### config.mk
export PLATFORM = sky130hd
export DESIGN_NAME = fwatch_top
export DESIGN_NICKNAME = d
export VERILOG_FILES = /design/src/rtl/fwatch_pkg.sv /design/src/rtl/fwatch_regs.sv /design/src/rtl/fwatch_pair.sv /design/src/rtl/fwatch_top.sv
export SDC_FILE = /design/constraint.sdc
export NUM_CORES = 1
export LEC_CHECK = 0
export ABC_AREA = 1
export BUFFER_PORTS_ARGS = -buffer_cell sky130_fd_sc_hd__buf_2
export CAP_MARGIN = 10
export CORE_MARGIN = 10
export CORE_UTILIZATION = 40
export DETAILED_ROUTE_END_ITERATION = 12
export PLACE_DENSITY = 0.61
export SLEW_MARGIN = 15
export SYNTH_ARGS = -nofsm -noshare
export SYNTH_HDL_FRONTEND = slang
export SYNTH_HIERARCHICAL = 1
export SYNTH_SLANG_ARGS = --single-unit
### constraint.sdc
create_clock -name clk -period 3.7 [get_ports clk]
set_input_delay 0 -clock clk [delete_from_list [all_inputs] [get_ports clk]]
set_output_delay 0 -clock clk [all_outputs]
set_load 0.05 [all_outputs]
### src/rtl/fwatch_pkg.sv
package fwatch_pkg;
  localparam int CTRL_W = 32;
  localparam int NUM_PAIRS = 2;
  localparam int NUM_CMP = 2 * NUM_PAIRS;
  localparam int PAIR_STRIDE = CTRL_W / NUM_PAIRS;

  // writable control bits; everything else reads as zero
  localparam logic [CTRL_W-1:0] CTRL_MASK = 32'hFFC1_FFC1;

  localparam logic [1:0] QUAL_ANY  = 2'b00;
  localparam logic [1:0] QUAL_ZERO = 2'b10;
  localparam logic [1:0] QUAL_ONE  = 2'b11;

  localparam logic [1:0] MODE_EXACT = 2'b00;
  localparam logic [1:0] MODE_IN    = 2'b10;
  localparam logic [1:0] MODE_OUT   = 2'b11;

  typedef struct packed {
    logic [1:0] priv;
    logic [1:0] space;
  } cmp_qual_t;

  typedef struct packed {
    cmp_qual_t  qa;
    cmp_qual_t  qb;
    logic [1:0] mode;
    logic       auto_tog;
  } pair_cfg_t;

  function automatic logic qual_pass(input logic [1:0] code, input logic bit_v);
    case (code)
      QUAL_ANY:  return 1'b1;
      QUAL_ZERO: return ~bit_v;
      QUAL_ONE:  return bit_v;
      default:   return 1'b0;
    endcase
  endfunction
endpackage

### src/rtl/fwatch_regs.sv
module fwatch_regs
  import fwatch_pkg::*;
#(
  parameter int ADDR_W = 32
) (
  input  logic                             clk,
  input  logic                             rst_n,
  input  logic                             cfg_we,
  input  logic [2:0]                       cfg_sel,
  input  logic [CTRL_W-1:0]                cfg_wdata,
  output logic [CTRL_W-1:0]                cfg_rdata,
  output logic [CTRL_W-1:0]                ctrl_q,
  output logic [NUM_CMP-1:0][ADDR_W-3:0]   cmp_q,
  output logic                             ctrl_wr
);
  localparam int WORD_W = ADDR_W - 2;

  assign ctrl_wr = cfg_we && (cfg_sel == 3'd0);

  always_ff @(posedge clk or negedge rst_n) begin
    if (!rst_n) ctrl_q <= '0;
    else if (ctrl_wr) ctrl_q <= cfg_wdata & CTRL_MASK;
  end

  for (genvar i = 0; i < NUM_CMP; i++) begin : g_cmp
    always_ff @(posedge clk or negedge rst_n) begin
      if (!rst_n) cmp_q[i] <= '0;
      else if (cfg_we && (cfg_sel == 3'(i + 1))) cmp_q[i] <= cfg_wdata[ADDR_W-1:2];
    end
  end

  always_comb begin
    cfg_rdata = '0;
    if (cfg_sel == 3'd0) cfg_rdata = ctrl_q;
    for (int i = 0; i < NUM_CMP; i++) begin
      if (cfg_sel == 3'(i + 1)) cfg_rdata = CTRL_W'({cmp_q[i], 2'b00});
    end
  end

  localparam int UNUSED_W = WORD_W;
endmodule

### src/rtl/fwatch_pair.sv
module fwatch_pair
  import fwatch_pkg::*;
#(
  parameter int WORD_W = 30
) (
  input  logic              clk,
  input  logic              rst_n,
  input  logic              valid,
  input  logic              user,
  input  logic              ispace,
  input  logic [WORD_W-1:0] word,
  input  logic [WORD_W-1:0] reg_a,
  input  logic [WORD_W-1:0] reg_b,
  input  pair_cfg_t         cfg,
  input  logic              clr_tog,
  output logic [1:0]        hit,
  output logic              tog_q
);
  logic qa_ok, qb_ok, in_rng, sense_out, rng_hit, is_range;

  always_comb begin
    qa_ok     = qual_pass(cfg.qa.priv, user) & qual_pass(cfg.qa.space, ispace);
    qb_ok     = qual_pass(cfg.qb.priv, user) & qual_pass(cfg.qb.space, ispace);
    in_rng    = (word >= reg_a) && (word < reg_b);
    sense_out = cfg.mode[0] ^ tog_q;
    rng_hit   = sense_out ? ~in_rng : in_rng;
    is_range  = (cfg.mode == MODE_IN) || (cfg.mode == MODE_OUT);
    hit       = 2'b00;
    case (cfg.mode)
      MODE_EXACT: hit = {valid & qb_ok & (word == reg_b), valid & qa_ok & (word == reg_a)};
      MODE_IN, MODE_OUT: hit = {1'b0, valid & qa_ok & rng_hit};
      default:    hit = 2'b00;
    endcase
  end

  always_ff @(posedge clk or negedge rst_n) begin
    if (!rst_n) tog_q <= 1'b0;
    else if (clr_tog) tog_q <= 1'b0;
    else if (cfg.auto_tog && is_range && hit[0]) tog_q <= ~tog_q;
  end
endmodule

### src/rtl/fwatch_top.sv
module fwatch_top
  import fwatch_pkg::*;
#(
  parameter int ADDR_W = 32
) (
  input  logic              clk,
  input  logic              rst_n,
  input  logic              fetch_valid,
  input  logic [ADDR_W-1:0] fetch_addr,
  input  logic              fetch_user,
  input  logic              fetch_ispace,
  input  logic              cfg_we,
  input  logic [2:0]        cfg_sel,
  input  logic [31:0]       cfg_wdata,
  output logic [31:0]       cfg_rdata,
  output logic [3:0]        cmp_hit,
  output logic              dbg_event
);
  localparam int WORD_W = ADDR_W - 2;

  logic [CTRL_W-1:0]              ctrl_q;
  logic [NUM_CMP-1:0][WORD_W-1:0] cmp_q;
  logic                           ctrl_wr;
  logic [NUM_PAIRS-1:0]           tog_q;

  fwatch_regs #(.ADDR_W(ADDR_W)) u_regs (
    .clk(clk), .rst_n(rst_n), .cfg_we(cfg_we), .cfg_sel(cfg_sel),
    .cfg_wdata(cfg_wdata), .cfg_rdata(cfg_rdata), .ctrl_q(ctrl_q),
    .cmp_q(cmp_q), .ctrl_wr(ctrl_wr)
  );

  for (genvar p = 0; p < NUM_PAIRS; p++) begin : g_pair
    localparam int TOP = CTRL_W - 1 - p * PAIR_STRIDE;
    pair_cfg_t cfg;
    always_comb begin
      cfg.qa.priv  = ctrl_q[TOP -: 2];
      cfg.qa.space = ctrl_q[TOP-2 -: 2];
      cfg.qb.priv  = ctrl_q[TOP-4 -: 2];
      cfg.qb.space = ctrl_q[TOP-6 -: 2];
      cfg.mode     = ctrl_q[TOP-8 -: 2];
      cfg.auto_tog = ctrl_q[TOP-15];
    end

    fwatch_pair #(.WORD_W(WORD_W)) u_pair (
      .clk(clk), .rst_n(rst_n), .valid(fetch_valid), .user(fetch_user),
      .ispace(fetch_ispace), .word(fetch_addr[ADDR_W-1:2]),
      .reg_a(cmp_q[2*p]), .reg_b(cmp_q[2*p+1]), .cfg(cfg),
      .clr_tog(ctrl_wr), .hit(cmp_hit[2*p +: 2]), .tog_q(tog_q[p])
    );
  end

  always_ff @(posedge clk or negedge rst_n) begin
    if (!rst_n) dbg_event <= 1'b0;
    else dbg_event <= |cmp_hit;
  end

  logic unused_addr_lo;
  assign unused_addr_lo = ^fetch_addr[1:0];
endmodule

==> out/metrics.csv <==
metric,value,unit
status,completed,
"Hold-fix buffers, CTS",32,
"Setup Fix Bufs, Post-CTS",0,
Worst Setup End Kind,output pin,
root buf cell,clkbuf_16,
DRT iter0 DRCs,795,
setup TNS,0,ps
Leak Pwr,0.00647,uW
First-pass DRT Iterations,5,
Num Clock Sinks,145,
Port Buffers,105,
Setup WS pre-CTS,1330,ps
final worst slack,855,ps
Mapped Cells,1429,
Initial Util,40.5,%
gr ovfl total,0,
Area Growth Syn to Fin,17.5,%
final-report setup violation count,0,
Storage cell area,3630,sq um
WL per Instance,15.7,um
vias per cell,4.86,
initial antenna violation count,3,
Worst slew margin,32.5,%
largest net degree at the start of global routing,100,
Die Area,32200,sq um
RSZ-0062 raised after global routing,no,
synthesized area per cell,7.11,sq um
"Clk Latency, worst-skew pair",420,ps
TritonCTS clock tree,yes,
GP Congestion,0.877,
Fmax,0.352,GHz
Fin. Hold Viols,0,
Final ANT Viol Nets,0,
CTS Buffer Depth,2,
startpoint types,register,
I/O pin count,110,
core area,25100,sq um
Worst R2R Start,u_regs/cmp_q[103],
slack of the worst reg-to-reg path,1350,ps
min-delay src,fetch_valid,
Final period util,76.9,%
total global-route track usage,18.3,%
# resized after CTS,0,
Final Max Slew Viols,0,
Hold Path End,dbg_event,
Crit path required time,3700,ps
Synthesized Nets,1622,
FF-to-FF path depth,10,
total number of vias,9192,
Remaining DRCs,0,
Final Skew,5.78,ps
max_cap viols,0,
Final HPWL DP,21400,um
post-route minimum period,2840,ps
drt total wl,29700,um
Cell Rows,58,
PwrDens,487,nW/um^2
DIE HEIGHT,179,um
global-route wire length before repair,47900,um
hold crit path type,primary input to register,
actual slew at the worst max-slew pin,1010,ps
r2r endpoint,dbg_event,
critical path peak fanout,3,
Synth warnings,6,
Crit path arrival time,2840,ps
Final #Nets,1741,
CTS H-tree depth,4,
Die Width,179,um
Post-Syn Area,10200,sq um
CTS Buf Count,17,
layout cells sized above 1,12.4,%
Clock transition at path regs,60,ps
Max IR drop VDD,253,uV
critical path class,register to output pin,
hold path depth,5,
vias in the first global route,8836,
multi-input combinational cell area,5410,sq um
filler cell count in the final layout,2576,
[sequential cells by signal, summed over array words and instances, names as in the netlist]
name and count:
u_regs/cmp_q 120, u_regs/ctrl_q 22, g_pair.u_pair/tog_q 2, dbg_event 1
[worst max path at each step]
stage / from / endpoint / slack, ps / cells past startpoint
final: u_regs/cmp_q[103] / cmp_hit[3] / 860 / 9
after global placement: u_regs/cmp_q[103] / cmp_hit[3] / 1380 / 9
after global routing: u_regs/cmp_q[103] / cmp_hit[3] / 740 / 9
after CTS: u_regs/cmp_q[103] / cmp_hit[3] / 850 / 9
after floorplan: u_regs/cmp_q[103] / dbg_event / 600 / 10
after detailed placement: u_regs/cmp_q[103] / cmp_hit[3] / 1330 / 9
[critical path: stages (launching register included)]
cell and delay (ps):
dfrtp_1 360, inv_1 50, ha_1 290, nand2_1 70, nor2_1 170, inv_1 100, a2111oi_0 340, nand4_1 130
nor4_1 510, buf_2 380
[metal layers]
metal / vias to the layer above / share of wire (%) / track usage [%]
li1: 4743 / - / -
met1: 4213 / 49 / 25.3
met2: 206 / 44 / 28.6
met3: 28 / 5.4 / 3.49
met4: 2 / 1.4 / 4.76
met5: - / 0.037 / 0
[where the power goes]
group          internal (uW)  total (uW)  leakage, uW  switching, uW
clock                   1210        1890     0.000310            679
sequential              1890        2150      0.00182            260
combinational            639        1780      0.00434           1140
[area by class of cell]
cell class / count / share of cell area (%)
Clock buffer: 20 / 3.74
Clock inverter: 11 / 1.56
Tap cell: 330 / 3.46
Timing Repair Buffer: 148 / 7.82
Antenna cell: 1 / 0.0209
Multi-Input combinational cell: 990 / 45.3
Inverter: 246 / 7.74
Sequential cell: 145 / 30.4
[stage by stage]
step / hold slack, ps / std cells / instance area (sq um) / util (%) / total power (uW)
2_1_floorplan: -296 / 1429 / 10200 / - / 3390
3_3_place_gp: 192 / 1827 / 11000 / 43.8 / 3870
3_5_place_dp: 195 / 1827 / 11000 / 43.8 / 3920
4_1_cts: 157 / 1890 / 11900 / 47.6 / 5860
5_1_grt: 152 / 1890 / 11900 / 47.6 / 6250
6_report: 163 / 1891 / 11900 / 47.6 / 5820
[placed cells by master, fill, tap and decap left out, types with 2 or more instances in the layout]
master,n
o21ai_1,57
clkinv_2,5
nor3_2,2
bufinv_16,5
inv_2,9
o21ai_0,89
a21oi_1,40
inv_1,235
nand3_1,62
buf_2,104
xor2_1,4
a21boi_0,2
or2_2,2
dlygate4sd3_1,32
nand2_2,16
nand3_2,4
nand2_1,441
clkbuf_1,2
nor2_1,85
nor2_2,7
clkbuf_16,17
nand4_1,36
ha_1,120
o21bai_1,5
buf_4,11
nor4_1,3
dfrtp_1,145
nor2_4,4
No activity file was read; power rests on OpenSTA's default activity.
